--- config.mk ---
export PLATFORM = sky130hd
export DESIGN_NAME = chain_dma
export DESIGN_NICKNAME = d
export VERILOG_FILES = /design/src/rtl/chain_dma_pkg.sv /design/src/rtl/chain_dma_regs.sv /design/src/rtl/chain_dma_engine.sv /design/src/rtl/chain_dma.sv
export SDC_FILE = /design/constraint.sdc
export NUM_CORES = 1
export LEC_CHECK = 0
export ABC_CLOCK_PERIOD_IN_PS = 2700
export BUFFER_PORTS_ARGS = -buffer_cell sky130_fd_sc_hd__buf_2
export CORE_MARGIN = 4
export CORE_UTILIZATION = 45
export CTS_BUF_LIST = sky130_fd_sc_hd__clkbuf_8
export CTS_CLUSTER_DIAMETER = 60
export DETAILED_ROUTE_END_ITERATION = 6
export PLACE_DENSITY = 0.8
export SLEW_MARGIN = 10
export SYNTH_ARGS = -nofsm -noshare
export SYNTH_HDL_FRONTEND = slang
export SYNTH_SLANG_ARGS = --single-unit
--- constraint.sdc ---
create_clock -name clk -period 2.7 [get_ports clk]
set_input_delay 0.27 -clock clk [delete_from_list [all_inputs] [get_ports clk]]
set_output_delay 0.27 -clock clk [all_outputs]
set_load 0.01 [all_outputs]
--- src/rtl/chain_dma_pkg.sv ---
package chain_dma_pkg;
  localparam int ADDR_W = 32;
  localparam int DATA_W = 32;
  localparam int LEN_W  = 20;          // byte-length field width
  localparam int WCNT_W = LEN_W - 2;   // word-count width

  localparam logic [1:0] CSR_CMD  = 2'd0;
  localparam logic [1:0] CSR_ADDR = 2'd1;
  localparam logic [1:0] CSR_LEN  = 2'd2;
  localparam logic [1:0] CSR_STAT = 2'd3;

  typedef enum logic [3:0] {
    ST_IDLE, ST_DESC, ST_CHECK, ST_DEV_RD, ST_MEM_WR,
    ST_MEM_RD, ST_DEV_WR, ST_NEXT
  } xfer_state_e;

  typedef struct packed {
    logic              linked;
    logic              to_mem;
    logic [ADDR_W-1:0] addr;
    logic [WCNT_W-1:0] words;
  } launch_cfg_t;
endpackage

--- src/rtl/chain_dma_regs.sv ---
module chain_dma_regs
  import chain_dma_pkg::*;
(
  input  logic              clk,
  input  logic              rst,
  input  logic              csr_we,
  input  logic              csr_re,
  input  logic [1:0]        csr_addr,
  input  logic [DATA_W-1:0] csr_wdata,
  output logic [DATA_W-1:0] csr_rdata,
  input  logic              busy_i,
  input  logic              done_p_i,
  input  logic              err_p_i,
  output logic              go_o,
  output launch_cfg_t       cfg_o,
  output logic              irq_o
);
  logic [ADDR_W-1:0] addr_q;
  logic [WCNT_W-1:0] words_q;
  logic              done_q, err_q, done_n, err_n;
  logic              stat_wr;

  assign stat_wr = csr_we && (csr_addr == CSR_STAT);
  assign go_o    = csr_we && (csr_addr == CSR_CMD) && csr_wdata[0];

  assign cfg_o.linked = csr_wdata[1];
  assign cfg_o.to_mem = csr_wdata[2];
  assign cfg_o.addr   = addr_q;
  assign cfg_o.words  = words_q;

  always_comb begin
    done_n = done_q;
    err_n  = err_q;
    if (stat_wr && csr_wdata[1]) done_n = 1'b0;
    if (stat_wr && csr_wdata[2]) err_n  = 1'b0;
    if (done_p_i) done_n = 1'b1;
    if (err_p_i)  err_n  = 1'b1;
  end

  always_ff @(posedge clk) begin
    if (rst) begin
      addr_q    <= '0;
      words_q   <= '0;
      done_q    <= 1'b0;
      err_q     <= 1'b0;
      irq_o     <= 1'b0;
      csr_rdata <= '0;
    end else begin
      done_q <= done_n;
      err_q  <= err_n;
      irq_o  <= done_n | err_n;
      if (csr_we && csr_addr == CSR_ADDR) addr_q  <= csr_wdata;
      if (csr_we && csr_addr == CSR_LEN)  words_q <= csr_wdata[LEN_W-1:2];
      if (csr_re) begin
        case (csr_addr)
          CSR_ADDR: csr_rdata <= addr_q;
          CSR_LEN:  csr_rdata <= DATA_W'({words_q, 2'b00});
          CSR_STAT: csr_rdata <= DATA_W'({err_q, done_q, busy_i});
          default:  csr_rdata <= '0;
        endcase
      end
    end
  end


  irq_hold_chk: assert property (@(posedge clk) disable iff (rst)
    $fell(irq_o) |-> $past(stat_wr));
endmodule

--- src/rtl/chain_dma_engine.sv ---
module chain_dma_engine
  import chain_dma_pkg::*;
#(
  parameter int PAGE_BYTES = 4096
) (
  input  logic              clk,
  input  logic              rst,
  input  logic              go_i,
  input  launch_cfg_t       cfg_i,
  output logic              busy_o,
  output logic              done_p_o,
  output logic              err_p_o,
  output logic              mem_req_o,
  output logic              mem_we_o,
  output logic [ADDR_W-1:0] mem_addr_o,
  output logic [DATA_W-1:0] mem_wdata_o,
  input  logic              mem_ack_i,
  input  logic [DATA_W-1:0] mem_rdata_i,
  output logic              dev_stb_o,
  output logic              dev_we_o,
  output logic [DATA_W-1:0] dev_wdata_o,
  input  logic              dev_ack_i,
  input  logic [DATA_W-1:0] dev_rdata_i,
  output logic              inv_valid_o,
  output logic [ADDR_W-1:0] inv_addr_o
);
  localparam int PG_W = $clog2(PAGE_BYTES);

  xfer_state_e       state_q;
  logic [ADDR_W-1:0] ptr_q, addr_q, next_q;
  logic [1:0]        fidx_q;
  logic [WCNT_W-1:0] words_q, cnt_q;
  logic              to_mem_q, linked_q;
  logic [DATA_W-1:0] data_q;
  logic [ADDR_W-PG_W-1:0] seg_page_q;
  logic [LEN_W:0]    seg_end;
  logic              crosses;

  assign seg_end = (LEN_W+1)'(addr_q[PG_W-1:0]) + (LEN_W+1)'({words_q, 2'b00});
  assign crosses = seg_end > (LEN_W+1)'(PAGE_BYTES);

  assign busy_o      = (state_q != ST_IDLE);
  assign mem_req_o   = (state_q == ST_DESC) || (state_q == ST_MEM_WR) || (state_q == ST_MEM_RD);
  assign mem_we_o    = (state_q == ST_MEM_WR);
  assign mem_addr_o  = (state_q == ST_DESC) ? ptr_q + ADDR_W'({fidx_q, 2'b00}) : addr_q;
  assign mem_wdata_o = data_q;
  assign dev_stb_o   = (state_q == ST_DEV_RD) || (state_q == ST_DEV_WR);
  assign dev_we_o    = (state_q == ST_DEV_WR);
  assign dev_wdata_o = data_q;

  always_ff @(posedge clk) begin
    if (rst) begin
      state_q     <= ST_IDLE;
      ptr_q       <= '0;
      addr_q      <= '0;
      next_q      <= '0;
      fidx_q      <= '0;
      words_q     <= '0;
      cnt_q       <= '0;
      to_mem_q    <= 1'b0;
      linked_q    <= 1'b0;
      data_q      <= '0;
      seg_page_q  <= '0;
      done_p_o    <= 1'b0;
      err_p_o     <= 1'b0;
      inv_valid_o <= 1'b0;
      inv_addr_o  <= '0;
    end else begin
      done_p_o    <= 1'b0;
      err_p_o     <= 1'b0;
      inv_valid_o <= 1'b0;
      case (state_q)
        ST_IDLE: if (go_i) begin
          linked_q <= cfg_i.linked;
          if (cfg_i.linked) begin
            ptr_q   <= cfg_i.addr;
            fidx_q  <= 2'd0;
            state_q <= ST_DESC;
          end else begin
            addr_q   <= cfg_i.addr;
            to_mem_q <= cfg_i.to_mem;
            words_q  <= cfg_i.words;
            next_q   <= '0;
            state_q  <= ST_CHECK;
          end
        end
        ST_DESC: if (mem_ack_i) begin
          fidx_q <= fidx_q + 2'd1;
          case (fidx_q)
            2'd0: addr_q <= mem_rdata_i;
            2'd1: begin
              to_mem_q <= mem_rdata_i[DATA_W-1];
              words_q  <= mem_rdata_i[LEN_W-1:2];
            end
            default: begin
              next_q  <= mem_rdata_i;
              state_q <= ST_CHECK;
            end
          endcase
        end
        ST_CHECK: begin
          if (words_q == '0 || (linked_q && crosses)) begin
            err_p_o <= 1'b1;
            state_q <= ST_IDLE;
          end else begin
            cnt_q      <= words_q;
            seg_page_q <= addr_q[ADDR_W-1:PG_W];
            state_q    <= to_mem_q ? ST_DEV_RD : ST_MEM_RD;
          end
        end
        ST_DEV_RD: if (dev_ack_i) begin
          data_q  <= dev_rdata_i;
          state_q <= ST_MEM_WR;
        end
        ST_MEM_WR: if (mem_ack_i) begin
          inv_valid_o <= 1'b1;
          inv_addr_o  <= addr_q;
          addr_q      <= addr_q + ADDR_W'(4);
          cnt_q       <= cnt_q - 1'b1;
          state_q     <= (cnt_q == WCNT_W'(1)) ? ST_NEXT : ST_DEV_RD;
        end
        ST_MEM_RD: if (mem_ack_i) begin
          data_q  <= mem_rdata_i;
          state_q <= ST_DEV_WR;
        end
        ST_DEV_WR: if (dev_ack_i) begin
          addr_q  <= addr_q + ADDR_W'(4);
          cnt_q   <= cnt_q - 1'b1;
          state_q <= (cnt_q == WCNT_W'(1)) ? ST_NEXT : ST_MEM_RD;
        end
        ST_NEXT: begin
          if (linked_q && next_q != '0) begin
            ptr_q   <= next_q;
            fidx_q  <= 2'd0;
            state_q <= ST_DESC;
          end else begin
            done_p_o <= 1'b1;
            state_q  <= ST_IDLE;
          end
        end
        default: state_q <= ST_IDLE;
      endcase
    end
  end


  inv_after_write_chk: assert property (@(posedge clk) disable iff (rst)
    inv_valid_o |-> ($past(mem_req_o && mem_we_o && mem_ack_i) && inv_addr_o == $past(mem_addr_o)));

  mem_hold_chk: assert property (@(posedge clk) disable iff (rst)
    (mem_req_o && !mem_ack_i) |=> (mem_req_o && $stable(mem_addr_o) && $stable(mem_we_o)));

  dev_hold_chk: assert property (@(posedge clk) disable iff (rst)
    (dev_stb_o && !dev_ack_i) |=> (dev_stb_o && $stable(dev_we_o) && $stable(dev_wdata_o)));

  start_from_go_chk: assert property (@(posedge clk) disable iff (rst)
    $rose(busy_o) |-> $past(go_i));

  page_bound_chk: assert property (@(posedge clk) disable iff (rst)
    (linked_q && (state_q == ST_MEM_WR || state_q == ST_MEM_RD)) |-> (mem_addr_o[ADDR_W-1:PG_W] == seg_page_q));
endmodule

--- src/rtl/chain_dma.sv ---
module chain_dma
  import chain_dma_pkg::*;
#(
  parameter int PAGE_BYTES = 4096
) (
  input  logic              clk,
  input  logic              rst,
  input  logic              csr_we,
  input  logic              csr_re,
  input  logic [1:0]        csr_addr,
  input  logic [DATA_W-1:0] csr_wdata,
  output logic [DATA_W-1:0] csr_rdata,
  output logic              irq,
  output logic              mem_req,
  output logic              mem_we,
  output logic [ADDR_W-1:0] mem_addr,
  output logic [DATA_W-1:0] mem_wdata,
  input  logic              mem_ack,
  input  logic [DATA_W-1:0] mem_rdata,
  output logic              dev_stb,
  output logic              dev_we,
  output logic [DATA_W-1:0] dev_wdata,
  input  logic              dev_ack,
  input  logic [DATA_W-1:0] dev_rdata,
  output logic              inv_valid,
  output logic [ADDR_W-1:0] inv_addr
);
  logic        go, busy, done_p, err_p;
  launch_cfg_t cfg;

  chain_dma_regs u_regs (
    .clk(clk), .rst(rst), .csr_we(csr_we), .csr_re(csr_re),
    .csr_addr(csr_addr), .csr_wdata(csr_wdata), .csr_rdata(csr_rdata),
    .busy_i(busy), .done_p_i(done_p), .err_p_i(err_p),
    .go_o(go), .cfg_o(cfg), .irq_o(irq)
  );

  chain_dma_engine #(.PAGE_BYTES(PAGE_BYTES)) u_engine (
    .clk(clk), .rst(rst), .go_i(go), .cfg_i(cfg),
    .busy_o(busy), .done_p_o(done_p), .err_p_o(err_p),
    .mem_req_o(mem_req), .mem_we_o(mem_we), .mem_addr_o(mem_addr),
    .mem_wdata_o(mem_wdata), .mem_ack_i(mem_ack), .mem_rdata_i(mem_rdata),
    .dev_stb_o(dev_stb), .dev_we_o(dev_we), .dev_wdata_o(dev_wdata),
    .dev_ack_i(dev_ack), .dev_rdata_i(dev_rdata),
    .inv_valid_o(inv_valid), .inv_addr_o(inv_addr)
  );
endmodule

Yosys cells after proc, flatten, opt, wreduce, memory -nomap -nowiden
Cells that the tools add are included.
W data, S select, Z words.
Storage, ports and cells
  flip-flop bits (word level): 292
  input bits: 104
  output and inout port bits: 166
  logic and storage cells: 155
Cells by class
  add/sub/neg operators: 5
  $lt $le $gt $ge: 1
  equal/unequal tests: 25
  mux-type cells: 61
  bitwise operators: 4
  reduce and logical (&&, ||, !) cells: 39
Operator list (number)
  $mux W32: 16
  $pmux W32 S2: 3
  $pmux W32 S4: 1
  $mux W18: 7
  $pmux W32 S3: 1
  $pmux W18 S3: 1
  $pmux W18 S2: 1
  $add A32 B3 Y32 const B: 1
  $add A32 B4 Y32: 1
  $mux W4: 8
  $pmux W4 S8: 1
  $reduce_bool A32 Y1: 1
  $add A12 B20 Y21: 1
  $gt A21 B13 Y1 const B: 1
  $ne A2 B2 Y1 const B: 10
  $eq A18 B1 Y1 const B: 1
  $logic_not A18 Y1: 1
  $sub A18 B1 Y18 const B: 1
  $eq A4 B3 Y1 const B: 4
  $reduce_and A5 Y1: 3
  $reduce_and A7 Y1: 2
  $mux W1: 12
  $mux W2: 6
  $logic_and A1 B1 Y1: 9
  other kinds (21): 42

Longest topological paths before layout
  depth after elaboration: 6
  mapped depth: 12
  depth with buffers taken out: 11

Modules after synthesis
Synthesis repeated with hierarchy kept, for this count alone.
Second synthesis, totals
  cell total of the unflattened synthesis: 1933
  area total of the unflattened synthesis: 14985.6 um^2
By module, submodules not included
  chain_dma_engine: times used 1, cells an instance 1549, area each 11661.2 um^2, seq. area each 4124.0 um^2
  chain_dma_regs: times used 1, cells an instance 384, area each 3324.4 um^2, seq. area each 1701.6 um^2

Least setup slack after synthesis
No wires, ideal clock.
  kind: register to register
  start point: reg u_engine.addr_q[2]
  end point: reg u_engine.cnt_q[10]
  library setup time: 88 ps
  data arrival time: 2801 ps
  required time: 2612 ps
  setup slack: -189 ps
  cell stages (with the launch flop): 13
  buffers on the path: 1
  period minus slack after synthesis: 2889 ps
  path through: dfxtp_1 > ha_1 > inv_1 > fa_1 > nand2b_1 > a21oi_1 > mux2_2 > nor4_1 > and4_1 > o21a_1 > a21oi_2 > buf_6 > o32ai_2
On the way
  cells in the longest elaborated chain, start to end: 6
Ends and longest elaborated chain
  start, declared: line chain_dma_engine.sv:30  | logic [ADDR_W-1:0] ptr_q, addr_q, next_q;
  start signal, assigned: line chain_dma_engine.sv:80  | addr_q <= cfg_i.addr;
  start signal, assigned: line chain_dma_engine.sv:90  | 2'd0: addr_q <= mem_rdata_i;
  start signal, assigned: line chain_dma_engine.sv:118  | addr_q <= addr_q + ADDR_W'(4);
  $add A12 B20 Y21: line chain_dma_engine.sv:39  | assign seg_end = (LEN_W+1)'(addr_q[PG_W-1:0]) + (LEN_W+1)'({words_q, 2'b00});
  $gt A21 B13 Y1: line chain_dma_engine.sv:40  | assign crosses = seg_end > (LEN_W+1)'(PAGE_BYTES);
  $logic_and A1 B1 Y1: line chain_dma_engine.sv:102  | if (words_q == '0 || (linked_q && crosses)) begin
  $logic_or A1 B1 Y1: line chain_dma_engine.sv:102
  $ne A2 B2 Y1 (no line)
  $reduce_and A4 Y1 (no line)
  end signal, assigned: line chain_dma_engine.sv:106  | cnt_q <= words_q;
  end signal, assigned: line chain_dma_engine.sv:119  | cnt_q <= cnt_q - 1'b1;
  end signal, assigned: line chain_dma_engine.sv:128  | cnt_q <= cnt_q - 1'b1;
  end, declared: line chain_dma_engine.sv:32  | logic [WCNT_W-1:0] words_q, cnt_q;
No other way between the ends.
A chain may end at the register's enable or synchronous reset.

Final worst setup path
  start point: reg u_engine.ptr_q[3]
  end point: out mem_addr[16]
On the way
  cells in the longest elaborated chain, start to end: 2
Ends and longest elaborated chain
  start, declared: line chain_dma_engine.sv:30
  start signal, assigned: line chain_dma_engine.sv:76  | ptr_q <= cfg_i.addr;
  start signal, assigned: line chain_dma_engine.sv:133  | ptr_q <= next_q;
  $add A32 B4 Y32: line chain_dma_engine.sv:45  | assign mem_addr_o = (state_q == ST_DESC) ? ptr_q + ADDR_W'({fidx_q, 2'b00}) : addr_q;
  $mux W32: line chain_dma_engine.sv:45
  end, declared: line chain_dma.sv:16  | output logic [ADDR_W-1:0] mem_addr,
No other way between the ends.

==> results_dict.tcl <==
set metrics [dict create \
    synth_edf_count 0 \
    critical_path_class "flip-flop to output pin" \
    stdcell_count 2728 \
    htreeDepth 2 \
    syn_nets 2062 \
    max_stage_delay_ns 0.42 \
    synthArstFlopShare_pct 0 \
    synth_mux_area_share_pct 2.67 \
    numCtsBuffers 51 \
    mostFrequentLayoutCells "411 x nand2_1, 281 x dfxtp_1, 268 x buf_2, 188 x a21oi_1, 185 x nor2_1" \
    design.portCount 270 \
    max_cap_violations 0 \
    clock_latency_ns 0.61 \
    synth.yosys.seq_area_share_pct 39.3 \
    relSlewSlack_pct 53.5 \
    synth-compound-area-share_pct 23.4 \
    regToRegStartpoint "u_engine.words_q[0]" \
    whs_endpoint "u_engine.dev_wdata_o[21]" \
    place_inst 2553 \
    cts.clk_slew.worst_paths_ns 0.06 \
    endpoint_kind "output pin" \
    drt_first_iter_violations 1752 \
    grt_util_all_layers_pct 29.0 \
    worstPathMaxFanout 4 \
    viasPerCell 5.88 \
    met2_usage_pct 42.7 \
    timing.critical_path.mode_cell "buf_4" \
    wl_per_cell_um 20.0 \
    place_area_sq_mm 0.0167 \
    clock_sinks 291 \
    layout_setup_ws_ns -0.206 \
    nNetsFinal 2371 \
    reg2reg_slack_ns -0.14 \
    met1_usage_pct 40.6 \
    dp_hpwl_um 38000 \
    arrival_ns 2.64 \
    vias 16000 \
    synth_ff_type "dfxtp_1" \
    grt_pass1_vias 15000 \
    powerDensity_mw_per_mm2 776 \
    synth.yosys.warnings 0 \
    clock-root-buffer "clkbuf_8" \
    wirelength_um 54600 \
    max_freq_ghz 0.344 \
    skew_ns 0.0203 \
    slowest_stage "fa_2" \
    drtAntennaViolNets 0 \
    gp_congestion 0.983 \
    drive_above_1_share_pct 24.6 \
    grt_use_met3_pct 8.02 \
    antenna_found_initial 0 \
    syn_to_final_growth_pct 28.1 \
    drt-pass1-iter-count 6 \
    r2r.worst_path.cells 12 \
    die_h_um 189 \
    initial_core_util_pct 45.5 \
    design_area_sq_mm 0.0190 \
    p_leak_nw 7.47 \
    clockBufferDepth 3 \
    hold_start "dev_rdata[21]" \
    final_common_cell "nand2_1" \
    maxSlewViolCount 0 \
    num_antenna_cells 0 \
    syn_avg_cell_area_sq_um 7.64 \
    violations "setup timing" \
    fin_crit_ns 2.91 \
    synth_top_family_by_area "simple AND/OR/NAND/NOR gates" \
    die-area_sq_mm 0.0359 \
    grt_pass1_wl_um 84300 \
    status "finished with violations" \
    setup-violations-final 39 \
    critPathRequiredTime_ns 2.43 \
    worst_slew_pin_slew_ns 0.689 \
    cp-start-kind "flip-flop" \
    core_area_sq_mm 0.0325 \
    r2r_end "u_engine.cnt_q[7]" \
    holdPathStages 3 \
    synthAdderAreaFrac_pct 1.71 \
    io_buffers 269 \
    hold_violations 0 \
    synth_seq_cells 291 \
    grt_max_degree 137 \
    syn_inst 1939 \
    die_w_um 189 \
    gr-total-overflow 0 \
    syn-cell-area_sq_mm 0.0148 \
    drc 0 \
    min_period_over_period_pct 108 \
    cp_cell_sequence "buf_4, inv_1, fa_2, buf_4, nor3_4, nand4_1, xor2_1, o21ai_2, buf_2" \
    synthTopCellsByArea "dfxtp_1 39%, nand2_1 10%, a21oi_1 6.4%, nor2_1 4.9%, a311oi_1 3.4%" \
    rsz0062_at_grt "yes" \
    synth_cell_type_count 77 \
    yosysTopAreaCellShare_pct 39.3 \
    peakVddDrop_v 0.000566 \
    hp-class "input pin to flip-flop" \
    total_power_w 0.0147 \
    rows 66 \
    cts_tree "done" \
    synthSimpleGateAreaFrac_pct 24.4 \
    gr-max-usage-layer "met2" \
    synth_xor_area_share_pct 1.95 \
    synth.largest_area_cell "dfxtp_1" \
]
metal layers:
| metal | share of wire, % | wire, um |
|---|---|---|
| met5 | 0 | 0 |
| met4 | 3.8 | 2100 |
| met3 | 12 | 6570 |
| met2 | 43 | 23300 |
| met1 | 41 | 22600 |
critical path: cells and delay by family, from the launching register on:
family          cells  cell delay, ns
buf+inv             4            0.51
fa+ha+maj           1            0.42
flops               1            0.36
simple gates        2            0.31
compound gates      1            0.22
xor+xnor            1            0.20
synthesized netlist by cell type (all sizes together) (4+ instances only):
cell / n
o21ai: 80
clkbuf: 125
a21oi: 192
nor2: 192
mux2: 4
and3: 15
buf: 67
a311oi: 58
and4: 6
ha: 17
dfxtp: 291
and2: 9
o31ai: 7
a31oi: 15
nor2b: 7
nand2b: 19
inv: 22
a22o: 4
or3: 6
mux2i: 35
o211ai: 8
o32ai: 15
nand2: 414
nand4: 27
a2111oi: 4
a21o: 5
a211oi: 59
o21a: 4
xor2: 20
xnor2: 13
nor4: 19
a22oi: 37
o41ai: 7
nand3: 72
a31o: 4
nor3: 24
worst max-delay path by stage:
stage,from,to,cells past startpoint
finish,u_engine.ptr_q[3],mem_addr[16],9
global route,u_engine.ptr_q[3],mem_addr[30],11
detailed placement,u_engine.words_q[0],u_engine.state_q[1],11
floorplan,u_engine.addr_q[2],u_engine.cnt_q[10],12
global placement,u_engine.words_q[0],u_engine.cnt_q[7],12
CTS,u_engine.ptr_q[3],mem_addr[29],11
final cells by class:
type	instances	area, sq um
Sequential cell	291	5840
Clock buffer	62	853
Fill cell	2883	13600
Clock inverter	29	193
Tap cell	442	553
Inverter	22	82.6
Timing Repair Buffer	448	3020
Multi-Input combinational cell	1434	8430
through the flow:
| step | utilization, % | setup WS (ns) | setup TNS (ns) | hold WS [ns] |
|---|---|---|---|---|
| finish | 58.3 | -0.206 | -4.02 | 0.0259 |
| global route | 58.3 | -0.370 | -9.27 | 0.0162 |
| CTS | 57.7 | -0.208 | -3.62 | 0.000245 |
| detailed placement | 51.3 | -0.335 | -4.63 | 0.443 |
| global placement | 51.3 | -0.147 | -2.36 | 0.438 |
| floorplan | - | 0.00000999 | 0 | 0.406 |
flip-flops by register name, summed over array words and instances, names as in the netlist:
signal / count
u_engine.state_q: 3
u_engine.fidx_q: 2
u_engine.linked_q: 1
u_engine.done_p_o: 1
u_regs.err_q: 1
u_regs.done_q: 1
u_engine.inv_valid_o: 1
u_engine.words_q: 18
u_regs.addr_q: 32
u_engine.dev_wdata_o: 32
u_engine.cnt_q: 18
u_regs.irq_o: 1
u_regs.csr_rdata: 32
u_regs.words_q: 18
u_engine.ptr_q: 32
u_engine.addr_q: 32
u_engine.inv_addr_o: 32
u_engine.next_q: 32
u_engine.err_p_o: 1
u_engine.to_mem_q: 1
power by group:
part	total (W)	internal (W)	switching, W
Sequential	0.00512	0.00466	0.000463
Combinational	0.00540	0.00208	0.00332
Clock	0.00419	0.00228	0.00191
repair_timing:
item	CTS	global route
pin swaps	29	21
gates cloned	1	0
endpoints found under the hold margin	93	0
buffers inserted	8	5
endpoints found under the setup margin	43	86
hold buffers	71	0
resized for setup	63	36
logic make-up (layout without fill, tap and decap cells):
| group | Yosys count | after routing |
|---|---|---|
| muxes | 39 | 39 |
| buffers and inverters | 214 | 561 |
| adders and majority gates | 19 | 19 |
| DFF | 291 | 291 |
| xor gates and xnor gates | 33 | 33 |
| and+or+nand+nor | 825 | 825 |
| AOI/OAI and AO/OA | 518 | 518 |
Note: power is estimated with default switching activity, not from simulation.
